## config.mk

```make
export PLATFORM = sky130hd
export DESIGN_NAME = swallow_divider
export DESIGN_NICKNAME = d
export VERILOG_FILES = /design/src/rtl/swallow_divider_pkg.sv /design/src/rtl/sd_ratio_guard.sv /design/src/rtl/sd_swallow_ctr.sv /design/src/rtl/sd_main_ctr.sv /design/src/rtl/swallow_divider.sv
export SDC_FILE = /design/constraint.sdc
export NUM_CORES = 1
export LEC_CHECK = 0
export BUFFER_PORTS_ARGS = -buffer_cell sky130_fd_sc_hd__clkbuf_2
export CAP_MARGIN = 20
export CORE_MARGIN = 1.5
export CORE_UTILIZATION = 45
export CTS_BUF_LIST = sky130_fd_sc_hd__clkbuf_8 sky130_fd_sc_hd__clkbuf_16
export DETAILED_ROUTE_END_ITERATION = 7
export PLACE_DENSITY = 0.71
export SYNTH_ARGS = -nofsm -noshare
export SYNTH_HDL_FRONTEND = slang
export SYNTH_SLANG_ARGS = --single-unit
export TNS_END_PERCENT = 20
```

## constraint.sdc

```tcl
create_clock -name clk -period 3.1 [get_ports clk]
set_input_delay 0.62 -clock clk [delete_from_list [all_inputs] [get_ports clk]]
set_output_delay 0.62 -clock clk [all_outputs]
set_load 0.02 [all_outputs]
```

## src/rtl/swallow_divider_pkg.sv

```systemverilog
package swallow_divider_pkg;

    typedef enum logic [1:0] {
        ST_START   = 2'd0,
        ST_SWALLOW = 2'd1,
        ST_MAIN    = 2'd2
    } sd_state_t;

endpackage

```

## src/rtl/sd_ratio_guard.sv

```systemverilog
module sd_ratio_guard #(
    parameter int SW_W   = 7,
    parameter int PG_W   = 11,
    parameter int PG_MIN = 16
) (
    input  logic [SW_W-1:0] a_raw,
    input  logic [PG_W-1:0] n_raw,
    output logic [SW_W-1:0] a_eff,
    output logic [PG_W-1:0] n_eff
);
    localparam logic [PG_W-1:0] N_FLOOR = PG_W'(PG_MIN);

    logic [PG_W-1:0] a_wide;

    always_comb begin
        a_wide = PG_W'(a_raw);
        // Main ratio below the legal floor is raised to the floor.
        n_eff  = (n_raw < N_FLOOR) ? N_FLOOR : n_raw;
        // Swallow ratio may not exceed the main ratio.
        if (a_wide > n_eff) begin
            a_eff = SW_W'(n_eff);
        end else begin
            a_eff = a_raw;
        end
    end

    always_comb begin
        p_clamp_bound_r5: assert (PG_W'(a_eff) <= n_eff)
            else $error("clamped swallow exceeds main ratio");
    end

endmodule

```

## src/rtl/sd_swallow_ctr.sv

```systemverilog
module sd_swallow_ctr #(
    parameter int SW_W = 7
) (
    input  logic            clk,
    input  logic            rst_n,
    input  logic            load,
    input  logic [SW_W-1:0] ld_val,
    output logic [SW_W-1:0] cnt,
    output logic            at_one
);
    localparam logic [SW_W-1:0] ONE = SW_W'(1);

    always_ff @(posedge clk or negedge rst_n) begin
        if (!rst_n) begin
            cnt <= '0;
        end else if (load) begin
            cnt <= ld_val;
        end else if (cnt != '0) begin
            cnt <= cnt - ONE;
        end
    end

    assign at_one = (cnt == ONE);

    // Once drained, the swallow counter holds at zero until the next load.
    p_hold_zero_r3: assert property (@(posedge clk) disable iff (!rst_n)
        (!load && cnt == '0) |=> (cnt == '0));

endmodule

```

## src/rtl/sd_main_ctr.sv

```systemverilog
module sd_main_ctr #(
    parameter int PG_W   = 11,
    parameter int PG_MIN = 16
) (
    input  logic            clk,
    input  logic            rst_n,
    input  logic            load,
    input  logic [PG_W-1:0] ld_val,
    output logic [PG_W-1:0] cnt,
    output logic            at_one
);
    localparam logic [PG_W-1:0] ONE = PG_W'(1);

    always_ff @(posedge clk or negedge rst_n) begin
        if (!rst_n) begin
            cnt <= '0;
        end else if (load) begin
            cnt <= ld_val;
        end else if (cnt != '0) begin
            cnt <= cnt - ONE;
        end
    end

    assign at_one = (cnt == ONE);

    p_load_floor_r6: assert property (@(posedge clk) disable iff (!rst_n)
        load |=> (cnt >= PG_W'(PG_MIN)));

endmodule

```

## src/rtl/swallow_divider.sv

```systemverilog
module swallow_divider
    import swallow_divider_pkg::*;
#(
    parameter int SW_W   = 7,
    parameter int PG_W   = 11,
    parameter int PG_MIN = 16
) (
    input  logic            clk,
    input  logic            rst_n,
    input  logic [SW_W-1:0] swallow_in,
    input  logic [PG_W-1:0] count_in,
    output logic            mod_hi,
    output logic            div_pulse
);
    sd_state_t       state_q;
    sd_state_t       state_d;
    logic [SW_W-1:0] a_eff;
    logic [PG_W-1:0] n_eff;
    logic [SW_W-1:0] s_cnt;
    logic [PG_W-1:0] p_cnt;
    logic            s_one;
    logic            p_one;
    logic            load;

    sd_ratio_guard #(
        .SW_W  (SW_W),
        .PG_W  (PG_W),
        .PG_MIN(PG_MIN)
    ) u_guard (
        .a_raw(swallow_in),
        .n_raw(count_in),
        .a_eff(a_eff),
        .n_eff(n_eff)
    );

    // A load happens after reset and at the edge that closes each period.
    assign load = (state_q == ST_START) || p_one;

    sd_swallow_ctr #(
        .SW_W(SW_W)
    ) u_swallow (
        .clk   (clk),
        .rst_n (rst_n),
        .load  (load),
        .ld_val(a_eff),
        .cnt   (s_cnt),
        .at_one(s_one)
    );

    sd_main_ctr #(
        .PG_W  (PG_W),
        .PG_MIN(PG_MIN)
    ) u_main (
        .clk   (clk),
        .rst_n (rst_n),
        .load  (load),
        .ld_val(n_eff),
        .cnt   (p_cnt),
        .at_one(p_one)
    );

    // Next-state logic.
    always_comb begin
        state_d = state_q;
        unique case (state_q)
            ST_START: begin
                state_d = (a_eff != '0) ? ST_SWALLOW : ST_MAIN;
            end
            ST_SWALLOW: begin
                if (p_one) begin
                    state_d = (a_eff != '0) ? ST_SWALLOW : ST_MAIN;
                end else if (s_one) begin
                    state_d = ST_MAIN;
                end
            end
            ST_MAIN: begin
                if (p_one) begin
                    state_d = (a_eff != '0) ? ST_SWALLOW : ST_MAIN;
                end
            end
            default: state_d = ST_START;
        endcase
    end

    // State register.
    always_ff @(posedge clk or negedge rst_n) begin
        if (!rst_n) begin
            state_q <= ST_START;
        end else begin
            state_q <= state_d;
        end
    end

    // Outputs.
    always_comb begin
        mod_hi    = 1'b0;
        div_pulse = 1'b0;
        unique case (state_q)
            ST_START:   begin mod_hi = 1'b0; div_pulse = 1'b0;  end
            ST_SWALLOW: begin mod_hi = 1'b1; div_pulse = p_one; end
            ST_MAIN:    begin mod_hi = 1'b0; div_pulse = p_one; end
            default:    begin mod_hi = 1'b0; div_pulse = 1'b0;  end
        endcase
    end

    // Mode state tracks the swallow count once running.
    p_mode_matches_count_r3: assert property (@(posedge clk) disable iff (!rst_n)
        (state_q != ST_START) |-> (mod_hi == (s_cnt != '0)));

    // The modulus select never rises inside a period.
    p_no_mid_rise_r3: assert property (@(posedge clk) disable iff (!rst_n)
        (state_q != ST_START && !mod_hi && !div_pulse) |=> !mod_hi);

    // The period pulse lasts one clock.
    p_pulse_single_r2: assert property (@(posedge clk) disable iff (!rst_n)
        div_pulse |=> !div_pulse);

    // The main counter never sits at zero once running.
    p_main_nonzero_r2: assert property (@(posedge clk) disable iff (!rst_n)
        (state_q != ST_START) |-> (p_cnt != '0));

endmodule

```

Word-level counts from Yosys, hierarchy flattened
Index checks and enable logic that the tools add are counted.
{"block": "totals", "ff_bits": 20, "inputBits": 20, "output_inout_bits": 2, "word_cells": 35}
{"block": "op_classes", "n_addsub": 2, "order_cmp": 2, "eq_ne": 6, "muxes": 13, "n_reduce_logical": 9}
{"cell": "$mux W11", "count": 3}
{"cell": "$mux W7", "count": 3}
{"cell": "$reduce_bool A7 Y1", "count": 2}
{"cell": "$eq A11 B1 Y1 const B", "count": 1}
{"cell": "$gt A7 B11 Y1", "count": 1}
{"cell": "$lt A11 B5 Y1 const B", "count": 1}
{"cell": "$reduce_bool A11 Y1", "count": 1}
{"cell": "$sub A11 B1 Y11 const B", "count": 1}
{"cell": "$mux W2", "count": 4}
{"cell": "$eq A7 B1 Y1 const B", "count": 1}
{"cell": "$sub A7 B1 Y7 const B", "count": 1}
{"cell": "$pmux W2 S3", "count": 1}
{"cell": "$reduce_bool A2 Y1", "count": 2}
{"cell": "$ne A3 B3 Y1 const B", "count": 1}
{"cell": "$eq A2 B1 Y1 const B", "count": 1}
{"cell": "$eq A2 B2 Y1 const B", "count": 1}
{"cell": "$logic_not A2 Y1", "count": 1}
{"cell": "$mux W1", "count": 2}
{"cell": "$ne A2 B2 Y1 const B", "count": 1}
{"cell": "$reduce_and A2 Y1", "count": 1}
{"cell": "$reduce_or A2 Y1", "count": 1}
{"cell": "$logic_or A1 B1 Y1", "count": 1}

Logic depth before layout (Yosys ltp)
{"block": "logic_depth", "word_depth": 8, "depth_mapped": 10, "depth_no_buf": 9}

Cells and area by module
Synthesis repeated with hierarchy kept, for this count alone.
{"block": "unflattened", "cells_unflattened": 192, "area_unflattened_um2": 1715.4}
{"mod": "sd_main_ctr", "instances": 1, "cells_each": 72, "area_per_inst_um2": 686.9, "seq_area_each_um2": 275.3}
{"mod": "sd_swallow_ctr", "instances": 1, "cells_each": 51, "area_per_inst_um2": 454.2, "seq_area_each_um2": 175.2}
{"mod": "sd_ratio_guard", "instances": 1, "cells_each": 46, "area_per_inst_um2": 339.1, "seq_area_each_um2": 0.0}
{"mod": "swallow_divider", "instances": 1, "cells_each": 23, "area_per_inst_um2": 235.2, "seq_area_each_um2": 50.0}

Worst setup path before layout
No wires, ideal clock.
{"block": "synth_path", "path_type": "input to register", "startpoint": "in count_in[10]", "endpoint": "reg state_q[1]", "setup_time_ps": 65, "t_arrival_ps": 2755, "required_time_ps": 3035, "path_slack_ps": 280, "path_stages": 10, "n_path_buf": 1, "cell_sequence": "nor4_1 -> nand2_1 -> nand2_1 -> ha_1 -> a21oi_1 -> a21oi_1 -> o221ai_1 -> clkbuf_1 -> and3_1 -> o221a_2"}
{"block": "synth_via", "elab_chain_cells": 8, "elab_cells_between_ends": 9, "cone_classes": "order compare: 2; mux: 6; reduce/logical: 1"}
{"element": "from (decl)", "line": "swallow_divider.sv:11", "text": "input logic [PG_W-1:0] count_in,"}
{"element": "$lt A11 B5 Y1", "line": "sd_ratio_guard.sv:18", "text": "n_eff = (n_raw < N_FLOOR) ? N_FLOOR : n_raw;"}
{"element": "$mux W11 (*)", "line": "sd_ratio_guard.sv:18"}
{"element": "$gt A7 B11 Y1", "line": "sd_ratio_guard.sv:20", "text": "if (a_wide > n_eff) begin"}
{"element": "$mux W7 (*)", "line": "sd_ratio_guard.sv:20"}
{"element": "$reduce_bool A7 Y1 (*)", "line": "swallow_divider.sv:67, swallow_divider.sv:71, swallow_divider.sv:78"}
{"element": "$mux W2 (*)", "line": "swallow_divider.sv:67, swallow_divider.sv:71, swallow_divider.sv:78"}
{"element": "$mux W2, on equally long branches", "line": "swallow_divider.sv:77, swallow_divider.sv:70"}
{"element": "$pmux W2 S3 (*)", "line": "swallow_divider.sv:65", "text": "unique case (state_q)"}
{"element": "to (signal assigned)", "line": "swallow_divider.sv:90", "text": "state_q <= state_d;"}
{"element": "to (decl)", "line": "swallow_divider.sv:15", "text": "sd_state_t state_q;"}
Mark *: on every way between the ends. The rest lies on a longest branch, timed or not. The select of a mux whose other input is x is not followed.
A chain may end at the register's enable or synchronous reset.

Final worst setup path
{"block": "layout_path", "startpoint": "in count_in[10]", "endpoint": "reg u_swallow.cnt[4]"}
{"block": "layout_via", "elab_chain_cells": 5}
{"element": "$lt A11 B5 Y1", "line": "sd_ratio_guard.sv:18"}
{"element": "$mux W11 (*)", "line": "sd_ratio_guard.sv:18"}
{"element": "$gt A7 B11 Y1", "line": "sd_ratio_guard.sv:20"}
{"element": "$mux W7 (*)", "line": "sd_ratio_guard.sv:20"}
{"element": "$mux W7 (*)", "line": "sd_swallow_ctr.sv:16", "text": "end else if (load) begin"}
{"element": "to (signal assigned)", "line": "sd_swallow_ctr.sv:17", "text": "cnt <= ld_val;"}
{"element": "to (signal assigned)", "line": "sd_swallow_ctr.sv:19", "text": "cnt <= cnt - ONE;"}
{"element": "to (decl)", "line": "sd_swallow_ctr.sv:8", "text": "output logic [SW_W-1:0] cnt,"}
Mark *: on every way between the ends. The rest lies on a longest branch, timed or not.

==> results_dict.tcl <==
set metrics [dict create \
    grt_overflow 0 \
    synth_area_um2 1500 \
    htreeDepth 1 \
    synth_top_area_share_pct 33.4 \
    finalClockSkew_ns 0.00111 \
    synth_warnings 0 \
    clk_pin_slew_ns 0.07 \
    diodes 0 \
    async_reset_ff_share_pct 100 \
    holdBufCountCts 0 \
    synth_area_per_cell_um2 8.51 \
    cts_buffer_depth 2 \
    power_density_nw_per_um2 326 \
    worstPathArrival_ns 2.92 \
    setup_tns_ns 0 \
    leakage_uw 0.000783 \
    drcViolationCount 0 \
    ys_seq_area_share_pct 33.4 \
    postCtsSetupBuffers 0 \
    setup_viol_count_final 0 \
    die_h_um 60.7 \
    globalRouteTotalUtil_pct 20.1 \
    power_uw 572 \
    yosys_most_used_dff "dfrtp_1" \
    endpoint_kind "flip-flop" \
    r2r_slack_ns 0.61 \
    insertion_delay_ns 0.26 \
    tightest_slew_ns 0.708 \
    die-width_um 60.7 \
    design_area_um2 1760 \
    cts_sinks 20 \
    slew_headroom_pct 52.8 \
    yosys.cell_types.count 40 \
    cts_made_buffers 3 \
    synth.largest_area_cell "dfrtp_1" \
    drtIter0Drc 56 \
    ctsResizeCount 0 \
    slew_viol_final 0 \
    path_class "in2reg" \
    drive_gt1_share_pct 18.8 \
    cp_max_fo 5 \
    grt_pass1_vias 1331 \
    fin_ws_ns 0.334 \
    clock-root-buffer "clkbuf_8" \
    synthTopCellsByCount "dfrtp_1 (20), a21oi_1 (18), ha_1 (15), nand2_1 (15), o21ai_0 (12)" \
    postPlaceCellArea_um2 1690 \
    grt_max_degree 21 \
    dieArea_um2 3680 \
    routed_wl_um 3320 \
    outcome "complete, no violations" \
    nNetsFinal 238 \
    core_area_um2 3100 \
    fmax_ghz 0.361 \
    yosys-top-cells-area "dfrtp_1 (33%), ha_1 (13%), a21oi_1 (6.0%)" \
    dr.pass1.iters 4 \
    rsz0062_at_grt "no" \
    netlist_instances 176 \
    rows 20 \
    syn_nets 211 \
    dp_hpwl_um 2610 \
    initial_core_util_pct 48.3 \
    finish.utilization_pct 56.6 \
    synth_most_common_cell "dfrtp_1" \
    synth_edf_count 0 \
    gp_congestion 0.911 \
    period_minus_slack_ns 2.77 \
    post-place-ws_ns 0.0710 \
    areaGrowthSynthToFinish_pct 17.3 \
    nFillCells 295 \
    cp-start-kind "input pin" \
    min_period_over_period_pct 89.2 \
    vias_per_cell 5.60 \
    antenna_found_initial 0 \
    wire_per_inst_um 13.5 \
    cts_tree "yes" \
    hold_path_class "in2async" \
    crit_required_ns 3.25 \
    port_buffers 21 \
    hold_violations 0 \
    ant_nets 0 \
    ir_drop_v 0.000137 \
    vias 1377 \
    grt_pass1_wl_um 5560 \
    synth_seq_cells 20 \
    io_pins 22 \
    maxCapViolations 0 \
]
registers in the layout (all words and copies together) (netlist names):
| register | count |
|---|---|
| u_main.cnt | 11 |
| u_swallow.cnt | 7 |
| state_q | 2 |
critical path, stage by stage:
cell	delay [ns]
clkbuf_2	0.10
nor4_1	0.27
buf_4	0.18
nand2_1	0.10
and2_1	0.22
ha_1	0.18
nand3b_1	0.14
a21oi_1	0.13
o221ai_1	0.23
or3b_2	0.50
a31o_2	0.25
area by class of cell:
cell class	count	area, um2	share of cell area [%]
repair buffers	28	158	8.97
clock buffers	3	41.3	2.35
flip-flops and latches	20	500	28.5
well taps	44	55.1	3.13
inverters	11	41.3	2.35
clock inverters	1	30.0	1.71
multi-input cells	139	931	53.0
metal layers:
metal,up-vias,share of wire [%],GRT usage (%)
li1,693,-,-
met1,632,48,26.5
met2,46,46,32.9
met3,6,4.5,2.99
met4,0,1.8,8.70
met5,-,0,0
placed cells by master (no fill, tap or decap), types with 2 or more instances in the layout:
master	instances
nor2_1	9
nand2_1	15
nor3_1	10
clkbuf_8	3
dfrtp_1	20
xnor2_1	7
nand3_1	8
o211ai_1	3
ha_1	15
o21ai_0	12
nand2b_1	3
or4_4	2
o21a_1	2
buf_4	7
a21oi_1	18
nand3b_1	2
mux2i_1	5
nor4_1	6
clkbuf_2	21
inv_1	11
or3_1	2
final timing paths:
path / startpoint / endpoint / cells after the start
max: count_in[10] / u_swallow.cnt[4] / 11
min: rst_n / u_main.cnt[8] / 1
max in group asynchronous: rst_n / u_swallow.cnt[1] / 1
max reg2reg: u_main.cnt[2] / u_swallow.cnt[0] / 6
min in group clk: count_in[9] / u_main.cnt[9] / 3
min reg2reg: u_swallow.cnt[6] / u_swallow.cnt[6] / 2
kinds of logic (layout without fill, tap and decap cells):
group	count (synthesis)	in the layout	synth area share, %
and+or+nand+nor	67	67	24.4
AOI/OAI and AO/OA	45	45	17.8
DFF	20	20	33.4
buffers and inverters	17	43	4.43
adders and majority gates	15	15	12.5
xor gates and xnor gates	7	7	4.09
muxes	5	5	3.34
where the power goes:
part / leakage (uW) / internal [uW] / switching, uW
combinational: 0.000539 / 22.4 / 29.4
sequential: 0.000209 / 261 / 0
clock: 0.0000357 / 172 / 87.4
total: 0.000783 / 455 / 117
per-stage QoR:
stage / instances / hold WS, ns
global route: 246 / 0.349
floorplan: 176 / 0.324
global placement: 242 / 0.538
detailed placement: 242 / 0.565
CTS: 246 / 0.341
finish: 246 / 0.314
Power figures use the tool's default switching activity.
